## src/rtl/pwm_pkg.sv

```systemverilog
package pwm_pkg;
  localparam int NUM_LEGS = 3;

  // Switch number (1..6) of the upper device of a phase.
  function automatic int upper_sw(input int leg);
    case (leg)
      0:       return 1;
      1:       return 3;
      default: return 2;
    endcase
  endfunction

  // The lower device of a leg is numbered three above its upper device.
  function automatic int lower_sw(input int leg);
    return upper_sw(leg) + 3;
  endfunction
endpackage

```

## src/rtl/pwm_carrier.sv

```systemverilog
module pwm_carrier #(
  parameter int CNT_W = 12
) (
  input  logic             clk,
  input  logic             rst_n,
  input  logic [CNT_W-1:0] per_i,
  output logic [CNT_W-1:0] cnt_o,
  output logic [CNT_W-1:0] per_o,
  output logic             extreme_o
);
  logic [CNT_W-1:0] cnt_q, per_q, per_in;
  logic             up_q, at_valley, at_peak;

  assign per_in    = (per_i == '0) ? CNT_W'(1) : per_i;
  assign at_valley = (cnt_q == '0);
  assign at_peak   = up_q && !at_valley && (cnt_q >= per_q);

  always_ff @(posedge clk or negedge rst_n) begin
    if (!rst_n) begin
      cnt_q <= '0;
      per_q <= '0;
      up_q  <= 1'b1;
    end else if (at_valley) begin
      cnt_q <= CNT_W'(1);
      up_q  <= 1'b1;
      per_q <= per_in;
    end else if (at_peak) begin
      cnt_q <= cnt_q - CNT_W'(1);
      up_q  <= 1'b0;
    end else if (up_q) begin
      cnt_q <= cnt_q + CNT_W'(1);
    end else begin
      cnt_q <= cnt_q - CNT_W'(1);
    end
  end

  assign cnt_o     = cnt_q;
  assign per_o     = per_q;
  assign extreme_o = at_valley || at_peak;

  // the counter never leaves [0, P]
  a_r1_cnt_bounded: assert property (@(posedge clk) disable iff (!rst_n)
    cnt_q <= per_q);
  // each cycle the counter moves by exactly one step
  a_r1_unit_step: assert property (@(posedge clk) disable iff (!rst_n)
    1'b1 |=> (cnt_q == $past(cnt_q) + CNT_W'(1)) || (cnt_q == $past(cnt_q) - CNT_W'(1)));
endmodule

```

## src/rtl/pwm_leg_cmp.sv

```systemverilog
module pwm_leg_cmp #(
  parameter int CNT_W = 12,
  parameter int REF_W = 14
) (
  input  logic                    clk,
  input  logic                    rst_n,
  input  logic signed [REF_W-1:0] ref_i,
  input  logic                    latch_i,
  input  logic [CNT_W-1:0]        cnt_i,
  input  logic [CNT_W-1:0]        per_i,
  output logic                    cmd_o
);
  localparam int CMP_W = ((REF_W > CNT_W + 2) ? REF_W : CNT_W + 2) + 1;

  logic signed [REF_W-1:0] ref_q;
  logic signed [CMP_W-1:0] ref_x, cnt_x, per_x, car_x;
  logic                    full_hi, full_lo;

  always_ff @(posedge clk or negedge rst_n) begin
    if (!rst_n)       ref_q <= '0;
    else if (latch_i) ref_q <= ref_i;
  end

  assign ref_x   = CMP_W'(ref_q);
  assign cnt_x   = CMP_W'($signed({1'b0, cnt_i}));
  assign per_x   = CMP_W'($signed({1'b0, per_i}));
  assign car_x   = (cnt_x <<< 1) - per_x;
  assign full_hi = (ref_x >= per_x);
  assign full_lo = (ref_x <= -per_x);

  always_comb begin
    if (per_i == '0)  cmd_o = 1'b0;
    else if (full_hi) cmd_o = 1'b1;
    else if (full_lo) cmd_o = 1'b0;
    else              cmd_o = (ref_x > car_x);
  end

  // the sampled reference only moves at a carrier extreme
  a_r3_hold_between_extremes: assert property (@(posedge clk) disable iff (!rst_n)
    !latch_i |=> $stable(ref_q));
endmodule

```

## src/rtl/pwm_dead_band.sv

```systemverilog
module pwm_dead_band #(
  parameter int DT_W = 9
) (
  input  logic            clk,
  input  logic            rst_n,
  input  logic            en_i,
  input  logic            cmd_i,
  input  logic [DT_W-1:0] dead_i,
  output logic            hi_o,
  output logic            lo_o
);
  logic            cmd_q, en_q, hi_q, lo_q, restart;
  logic [DT_W-1:0] tmr_q, tmr_n;

  // A new command, or a fresh enable, restarts the blanking count.
  assign restart = (cmd_i != cmd_q) || !en_q;

  always_comb begin
    if (!en_i || restart) tmr_n = dead_i;
    else if (tmr_q != '0) tmr_n = tmr_q - DT_W'(1);
    else                  tmr_n = '0;
  end

  always_ff @(posedge clk or negedge rst_n) begin
    if (!rst_n) begin
      cmd_q <= 1'b0;
      en_q  <= 1'b0;
      tmr_q <= '0;
      hi_q  <= 1'b0;
      lo_q  <= 1'b0;
    end else begin
      cmd_q <= cmd_i;
      en_q  <= en_i;
      tmr_q <= tmr_n;
      hi_q  <= en_i && cmd_i && (tmr_n == '0);
      lo_q  <= en_i && !cmd_i && (tmr_n == '0);
    end
  end

  assign hi_o = hi_q;
  assign lo_o = lo_q;

  // no shoot-through on the leg
  a_r7_no_overlap: assert property (@(posedge clk) disable iff (!rst_n)
    !(hi_q && lo_q));
  // with a non-zero dead time the upper gate rises only after the lower one was off
  a_r5_gap_before_upper: assert property (@(posedge clk) disable iff (!rst_n)
    ($rose(hi_q) && dead_i != '0) |-> !$past(lo_q));
  // the same gap on the opposite transition
  a_r5_gap_before_lower: assert property (@(posedge clk) disable iff (!rst_n)
    ($rose(lo_q) && dead_i != '0) |-> !$past(hi_q));
  // disabling turns the leg off at the next edge
  a_r8_disable_off: assert property (@(posedge clk) disable iff (!rst_n)
    !en_i |=> (!hi_q && !lo_q));
endmodule

```

## src/rtl/pwm_gate_gen.sv

```systemverilog
module pwm_gate_gen #(
  parameter int CNT_W = 12,
  parameter int REF_W = 14,
  parameter int DT_W  = 9
) (
  input  logic                    clk,
  input  logic                    rst_n,
  input  logic                    en,
  input  logic signed [REF_W-1:0] ref_a,
  input  logic signed [REF_W-1:0] ref_b,
  input  logic signed [REF_W-1:0] ref_c,
  input  logic [CNT_W-1:0]        period_i,
  input  logic [DT_W-1:0]         dead_i,
  output logic [5:0]              gate_o
);
  import pwm_pkg::*;

  logic [CNT_W-1:0]        cnt, per;
  logic                    extreme;
  logic signed [REF_W-1:0] refs [NUM_LEGS];

  assign refs[0] = ref_a;
  assign refs[1] = ref_b;
  assign refs[2] = ref_c;

  pwm_carrier #(.CNT_W(CNT_W)) u_carrier (
    .clk       (clk),
    .rst_n     (rst_n),
    .per_i     (period_i),
    .cnt_o     (cnt),
    .per_o     (per),
    .extreme_o (extreme)
  );

  for (genvar l = 0; l < NUM_LEGS; l++) begin : g_leg
    localparam int UB = upper_sw(l) - 1;
    localparam int LB = lower_sw(l) - 1;
    logic cmd, hi, lo;

    pwm_leg_cmp #(.CNT_W(CNT_W), .REF_W(REF_W)) u_cmp (
      .clk     (clk),
      .rst_n   (rst_n),
      .ref_i   (refs[l]),
      .latch_i (extreme),
      .cnt_i   (cnt),
      .per_i   (per),
      .cmd_o   (cmd)
    );

    pwm_dead_band #(.DT_W(DT_W)) u_db (
      .clk    (clk),
      .rst_n  (rst_n),
      .en_i   (en),
      .cmd_i  (cmd),
      .dead_i (dead_i),
      .hi_o   (hi),
      .lo_o   (lo)
    );

    assign gate_o[UB] = hi;
    assign gate_o[LB] = lo;
  end
endmodule

```

## config.mk

```make
export PLATFORM = sky130hd
export DESIGN_NAME = pwm_gate_gen
export DESIGN_NICKNAME = d
export VERILOG_FILES = /design/src/rtl/pwm_pkg.sv /design/src/rtl/pwm_carrier.sv /design/src/rtl/pwm_leg_cmp.sv /design/src/rtl/pwm_dead_band.sv /design/src/rtl/pwm_gate_gen.sv
export SDC_FILE = /design/constraint.sdc
export NUM_CORES = 1
export LEC_CHECK = 0
export ABC_AREA = 1
export BUFFER_PORTS_ARGS = -buffer_cell sky130_fd_sc_hd__buf_4
export CAP_MARGIN = 10
export CORE_MARGIN = 10
export CORE_UTILIZATION = 60
export DETAILED_ROUTE_END_ITERATION = 7
export GPL_ROUTABILITY_DRIVEN = 0
export PLACE_DENSITY = 0.84
export SLEW_MARGIN = 20
export SYNTH_ARGS = -nofsm -noshare
export SYNTH_HDL_FRONTEND = slang
export SYNTH_HIERARCHICAL = 1
export SYNTH_SLANG_ARGS = --single-unit
```

## constraint.sdc

```tcl
create_clock -name clk -period 9.2 [get_ports clk]
set_clock_uncertainty 0.05 [all_clocks]
set_input_delay 0.46 -clock clk [delete_from_list [all_inputs] [get_ports clk]]
set_output_delay 0.46 -clock clk [all_outputs]
set_load 0.005 [all_outputs]
```

=== Word-level counts from Yosys, hierarchy flattened ===
Cells that the tools add are included.

* Latch bits: 0
* Bits in read-only memories: 0
* Output and inout port bits: 6
* Memory bits (writable): 0
* Register bits: 104
* Memories: 0
* Word-level logic and storage cells: 97

* $lt $le $gt $ge: 10
* Add/subtract/negate cells: 7
* Eq/ne operators: 3
* Multiply operators: 0
* Divide/modulo/power cells: 0
* Reduce and logical (&&, ||, !) cells: 37
* Bitwise logic cells: 0
* Multiplexer cells: 21
* Shifts and indexed selects: 0

{| class="wikitable"
|+ Operators by type and width
! operator !! number
|-
| $mux W9 || 6
|-
| $mux W12 || 4
|-
| $le A14 B15 Y1 || 3
|-
| $ge A14 B13 Y1 || 3
|-
| $gt A14 B14 Y1 || 3
|-
| $logic_not A12 Y1 || 3
|-
| $logic_not A9 Y1 || 3
|-
| $reduce_bool A9 Y1 || 3
|-
| $sub A9 B1 Y9 const B || 3
|-
| $neg A12 Y15 || 1
|-
| $logic_and A1 B1 Y1 || 14
|-
| $sub A13 B12 Y14 || 1
|-
| $add A12 B1 Y12 const B || 1
|-
| $ge A12 B12 Y1 || 1
|-
| $sub A12 B1 Y12 const B || 1
|-
| $mux W1 || 11
|-
| $logic_or A1 B1 Y1 || 7
|-
| $logic_not A1 Y1 || 6
|-
| $ne A1 B1 Y1 || 3
|-
| $reduce_bool A2 Y1 || 1
|}

=== Logic depth before layout (Yosys ltp) ===
* Depth after elaboration: 11
* Depth in mapped cells: 36
* Gate-level depth less buffers: 36

=== Hierarchy ===
The synthesis kept the hierarchy.

{| class="wikitable"
|+ Modules (own cells, without submodules)
! module !! cells each !! instances !! area an instance (µm²)
|-
| pwm_leg_cmp (g_leg[1].u_cmp ...) || 328 || 2 || 2348.5
|-
| pwm_leg_cmp (g_leg[0].u_cmp) || 326 || 1 || 2294.7
|-
| pwm_carrier || 316 || 1 || 2113.3
|-
| pwm_dead_band (g_leg[1].u_db ...) || 109 || 2 || 749.5
|-
| pwm_dead_band (g_leg[0].u_db) || 118 || 1 || 875.8
|-
| pwm_gate_gen || 6 || 1 || 45.0
|}

=== Least setup slack after synthesis ===
No wires, ideal clock.

* Path kind: reg-to-reg
* Start point: register u_carrier.per_q[3], in the netlist u_carrier/per_o[3]
* End point: register g_leg[0].u_db.hi_q
* Buffers on the path: 0
* Path slack: 5.285 ns
* Cell stages (with the launch flop): 32
* Data arrival time: 3.793 ns
* Required time: 9.078 ns
* Path through: dfrtp_1 > inv_1 > ha_1 > nand2_1 > o21ai_0 > a21oi_1 > o21ai_2 > nand2_1 > nand2_1 > nand2_1 > nand2_1 > ha_1 > nand2_1 > nor2_1 > nand3_1 > inv_1 > nand2_1 > nand3_1 > nand2_1 > nor2_1 > nand2_1 > a21oi_1 > nand2_1 > nand3_4 > clkinv_4 > nand2_4 > inv_2 > nand2_1 > nand2_2 > nor2_2 > nand3_2 > nor2_1

* Word-level cells in the longest chain between the ends: 11
* Elaborated cells between the ends (all ways): 16
* Classes of those cells: 2 x add/sub; 3 x order compare; 1 x eq/ne; 4 x mux; 6 x reduce/logical

{| class="wikitable"
|+ Ends and longest elaborated chain
! element !! line !! text
|-
| start, declared || pwm_carrier.sv:11 || <nowiki>logic [CNT_W-1:0] cnt_q, per_q, per_in;</nowiki>
|-
| start signal, assigned || pwm_carrier.sv:26 || <nowiki>per_q <= per_in;</nowiki>
|-
| $sub A13 B12 Y14 or $neg A12 Y15 (tied branches) || pwm_leg_cmp.sv:27, pwm_leg_cmp.sv:29 ||
|-
| $gt A14 B14 Y1 or $le A14 B15 Y1 (tied branches) || pwm_leg_cmp.sv:35, pwm_leg_cmp.sv:29 ||
|-
| $mux W1 || pwm_leg_cmp.sv:34 || <nowiki>else if (full_lo) cmd_o = 1'b0;</nowiki>
|-
| $mux W1 || pwm_leg_cmp.sv:33 || <nowiki>else if (full_hi) cmd_o = 1'b1;</nowiki>
|-
| $mux W1 (*) || pwm_leg_cmp.sv:32 || <nowiki>if (per_i == '0) cmd_o = 1'b0;</nowiki>
|-
| net g_leg[0].cmd || pwm_gate_gen.sv:38 || <nowiki>logic cmd, hi, lo;</nowiki>
|-
| $ne A1 B1 Y1 (*) || pwm_dead_band.sv:16 || <nowiki>assign restart = (cmd_i != cmd_q) || !en_q;</nowiki>
|-
| $logic_or A1 B1 Y1 (*) || pwm_dead_band.sv:16 ||
|-
| $logic_or A1 B1 Y1 (*) || pwm_dead_band.sv:19 || <nowiki>if (!en_i || restart) tmr_n = dead_i;</nowiki>
|-
| $mux W9 (*) || pwm_dead_band.sv:19 ||
|-
| net g_leg[0].u_db.tmr_n[7] || pwm_dead_band.sv:13 || <nowiki>logic [DT_W-1:0] tmr_q, tmr_n;</nowiki>
|-
| $logic_not A9 Y1 (*) || pwm_dead_band.sv:35 || <nowiki>hi_q <= en_i && cmd_i && (tmr_n == '0);</nowiki>
|-
| $logic_and A1 B1 Y1 (*) || pwm_dead_band.sv:35 ||
|-
| end signal, assigned || pwm_dead_band.sv:35 ||
|-
| end, declared || pwm_dead_band.sv:12 || <nowiki>logic cmd_q, en_q, hi_q, lo_q, restart;</nowiki>
|}

The timed path passes the listed nets; every way through them passes the cells marked *.
A chain may end at the register's enable or synchronous reset.

=== Worst setup path after layout ===
* Start point: register u_carrier.per_q[3], in the netlist u_carrier/per_o[3]
* End point: register g_leg[0].u_db.hi_q

* Word-level cells in the longest chain between the ends: 11
* Elaborated cells between the ends (all ways): 16
* Classes of those cells: 2 x add/sub; 3 x order compare; 1 x eq/ne; 4 x mux; 6 x reduce/logical

{| class="wikitable"
|+ Ends and longest elaborated chain
! element !! line
|-
| $sub A13 B12 Y14 or $neg A12 Y15 (tied branches) || pwm_leg_cmp.sv:27, pwm_leg_cmp.sv:29
|-
| $gt A14 B14 Y1 or $le A14 B15 Y1 (tied branches) || pwm_leg_cmp.sv:35, pwm_leg_cmp.sv:29
|-
| $mux W1 || pwm_leg_cmp.sv:34
|-
| $mux W1 || pwm_leg_cmp.sv:33
|-
| $mux W1 (*) || pwm_leg_cmp.sv:32
|-
| net g_leg[0].cmd || pwm_gate_gen.sv:38
|-
| $ne A1 B1 Y1 || pwm_dead_band.sv:16
|-
| $logic_or A1 B1 Y1 || pwm_dead_band.sv:16
|-
| $logic_or A1 B1 Y1 || pwm_dead_band.sv:19
|-
| $mux W9 || pwm_dead_band.sv:19
|-
| $logic_not A9 Y1 || pwm_dead_band.sv:35
|-
| $logic_and A1 B1 Y1 (*) || pwm_dead_band.sv:35
|}

Marks and branches as above.

==> metrics.txt <==
Ys Warns 6; Die H 158.6 um; fin util 0.6672; cts repair resizes 0; slowest cell on the critical path dfrtp_1; final setup violation count 0; clock slew at reported path FFs 0.10 ns; drt first-iter violations 760; Die Area 25,150 sq um; period utilisation layout 0.5055; clock sinks 106; setup TNS 0 ns; number of library cell types mapped by synthesis 46; Fin. Hold Viols 0; antenna cells 0; max-slew violation count 0; core area 18,830 sq um; gr usage total 0.2387; Area growth, synth to finish 9.022%; max-cap viol count 0; vias in the first global route 10,570; DR WL/cell 14.85 um; DRC viols 0; Async S/R FF share, synth 1.000; global-route wire length before repair 49,070 um; placed cells 1,952; CP Max Fanout 10; critical path capture point type flip-flop; setup bufs post-CTS 0; drt total wl 29,220 um; Achievable Freq 0.2150 GHz; initial core utilization 0.6120; hold_ws 0.002134 ns; Final Critical Period 4.651 ns; CTS Buf Count 9; CTS tree yes; Pwr per Cell Area 341.6 nW/um^2; leakage power 6.792 nW; Worst-Skew Late Latency 0.38 ns; Mapped Cells 1,640; CTS Hold Bufs 0; input/output buffers 71; Max stage delay on crit path 0.62 ns; Rel. slew slack 0.4310; status complete, no violations; DP HPWL 22,750 um; area occupied by multi-input gates 7855 sq um; RSZ-0062 raised after global routing no; filler instances 1,612; Required @ worst endpoint 9.45 ns; share of cells above drive strength 1 0.1458; Remaining Overflow, GRT 0; Crit Path Class reg2reg; flop and latch count out of synthesis 106; Mapped Area 11,520 sq um; Max VDD drop 0.0002263 V; startpoint type of the worst setup path flip-flop; Final Net Count 1,943; Post-synth EDFFs 0; critical path arrival 4.90 ns; largest net degree at the start of global routing 68; H-tree Lvls 3; Critical Path Most Common Cell nand2_1; Pre-antenna DRT Iters 5; Via-to-Cell Ratio 5.469; HP Class in2async; Mapped Avg Cell Area 7.027 sq um; storage element area 2654 sq um; vias 10,760; register area share after synthesis 0.2303; # IOs 72; transition time of the tightest slew-check pin 0.8536 ns; Bufs on Longest Clock Path 2; fin cells 1,968; total power 0.004292 W; Post-synth top flop dfrtp_1; Site Rows 50; initial antenna violation count 0; Synthesized Nets 1,880; die width 158.6 um; Root Buffer clkbuf_16; DRT antenna net count 0
## power by group
part / switching (W) / internal, W
Sequential: 0.000361 / 0.000641
Clock: 0.000221 / 0.000199
Combinational: 0.00173 / 0.00114
Total: 0.00231 / 0.00198
## cell families after synthesis
| group | share of synthesized area |
|---|---|
| xor gates and xnor gates | 0.03648 |
| DFF | 0.2303 |
| adders and majority gates | 0.1909 |
| AOI/OAI and AO/OA | 0.07751 |
| and+or+nand+nor | 0.3409 |
| buffers and inverters | 0.08881 |
| muxes | 0.03518 |
## flip-flops by register name, indices dropped and copies added (netlist names)
name / flops
u_carrier/per_o: 12
g_leg.u_db/tmr_q: 27
g_leg.u_db/lo_o: 3
g_leg.u_db/cmd_q: 3
u_carrier/up_q: 1
u_carrier/cnt_o: 12
g_leg.u_cmp/ref_q: 42
g_leg.u_db/hi_o: 3
g_leg.u_db/en_q: 3
## layout by cell type, fill, tap and decap left out, types with 4 or more instances in the layout
cell type and instances:
nor3_1 17, clkbuf_16 9, o21ai_1 13, nor3_2 9, xor2_1 35, nor2_2 27
nand2_1 496, mux2_2 36, nand3_2 17, inv_1 208, o21ai_0 29, a21oi_1 84
o21bai_1 4, o21ai_2 12, buf_4 72, a21oi_2 4, nand3_1 99, nand3b_1 8
inv_2 21, xnor2_1 13, nand2_2 14, nor2_4 9, ha_1 171, a31oi_1 4
nand3_4 4, nor2_1 133, dfrtp_1 105, nand4_1 17
## final cells by class
class                   instances  area share
multi-input cells            1282      0.6252
repair buffers                 72     0.04302
clock inverters                 7    0.007070
flip-flops and latches        106      0.2112
clock buffers                   9     0.01792
inverters                     232     0.06971
well taps                     260     0.02589
## layer usage
metal / vias to the layer above / part of all wire / GRT usage
li1: 5429 / - / -
met1: 4974 / 0.44 / 0.2997
met2: 296 / 0.48 / 0.4105
met3: 64 / 0.052 / 0.03238
met4: 0 / 0.029 / 0.08337
met5: - / 0 / 0
## worst paths after layout
check / start / end / depth (start not counted) / slack (ns)
worst max register to register: u_carrier/per_o[3] / g_leg[0].u_db/hi_o / 33 / 4.55
worst max-delay path: u_carrier/per_o[3] / g_leg[0].u_db/hi_o / 33 / 4.55
worst min-delay path: rst_n / g_leg[0].u_cmp/ref_q[5] / 1 / 0.002
worst min register to register: g_leg[2].u_db/tmr_q[0] / g_leg[2].u_db/tmr_q[0] / 3 / 0.50
min in group clk: ref_a[13] / g_leg[0].u_cmp/ref_q[13] / 3 / 0.24
max in group asynchronous: rst_n / g_leg[2].u_cmp/ref_q[0] / 2 / 7.86
## worst max-delay path, delay by kind of cell, from the launching register on
kind            cells  cell delay, ns
flops               1            0.62
fa+ha+maj           2            0.65
compound gates      4            0.92
simple gates       23            1.88
buf+inv             4            0.46
## Yosys cell counts (all sizes together), types with 4 or more instances
cell type / n / area, sq um
a21oi: 88 / 455.4
a31oi: 4 / 25.02
and2: 4 / 27.53
buf: 16 / 132.6
clkbuf: 4 / 15.01
dfrtp: 105 / 2628
ha: 171 / 2140
inv: 229 / 859.6
mux2: 36 / 405.4
nand2: 513 / 1976
nand3: 120 / 735.7
nand3b: 8 / 60.06
nand4: 18 / 127.6
nor2: 170 / 789.5
nor3: 26 / 175.2
o21ai: 54 / 315.3
o21bai: 4 / 30.03
xnor2: 13 / 113.9
xor2: 35 / 306.5
## metrics by stage
step | area [sq um] | worst slack, ns
after floorplan | 11520 | 5.285
after global placement | 12250 | 4.790
after detailed placement | 12250 | 4.609
after CTS | 12560 | 4.561
after global routing | 12560 | 4.007
final | 12560 | 4.549
Power figures use the tool's default switching activity.
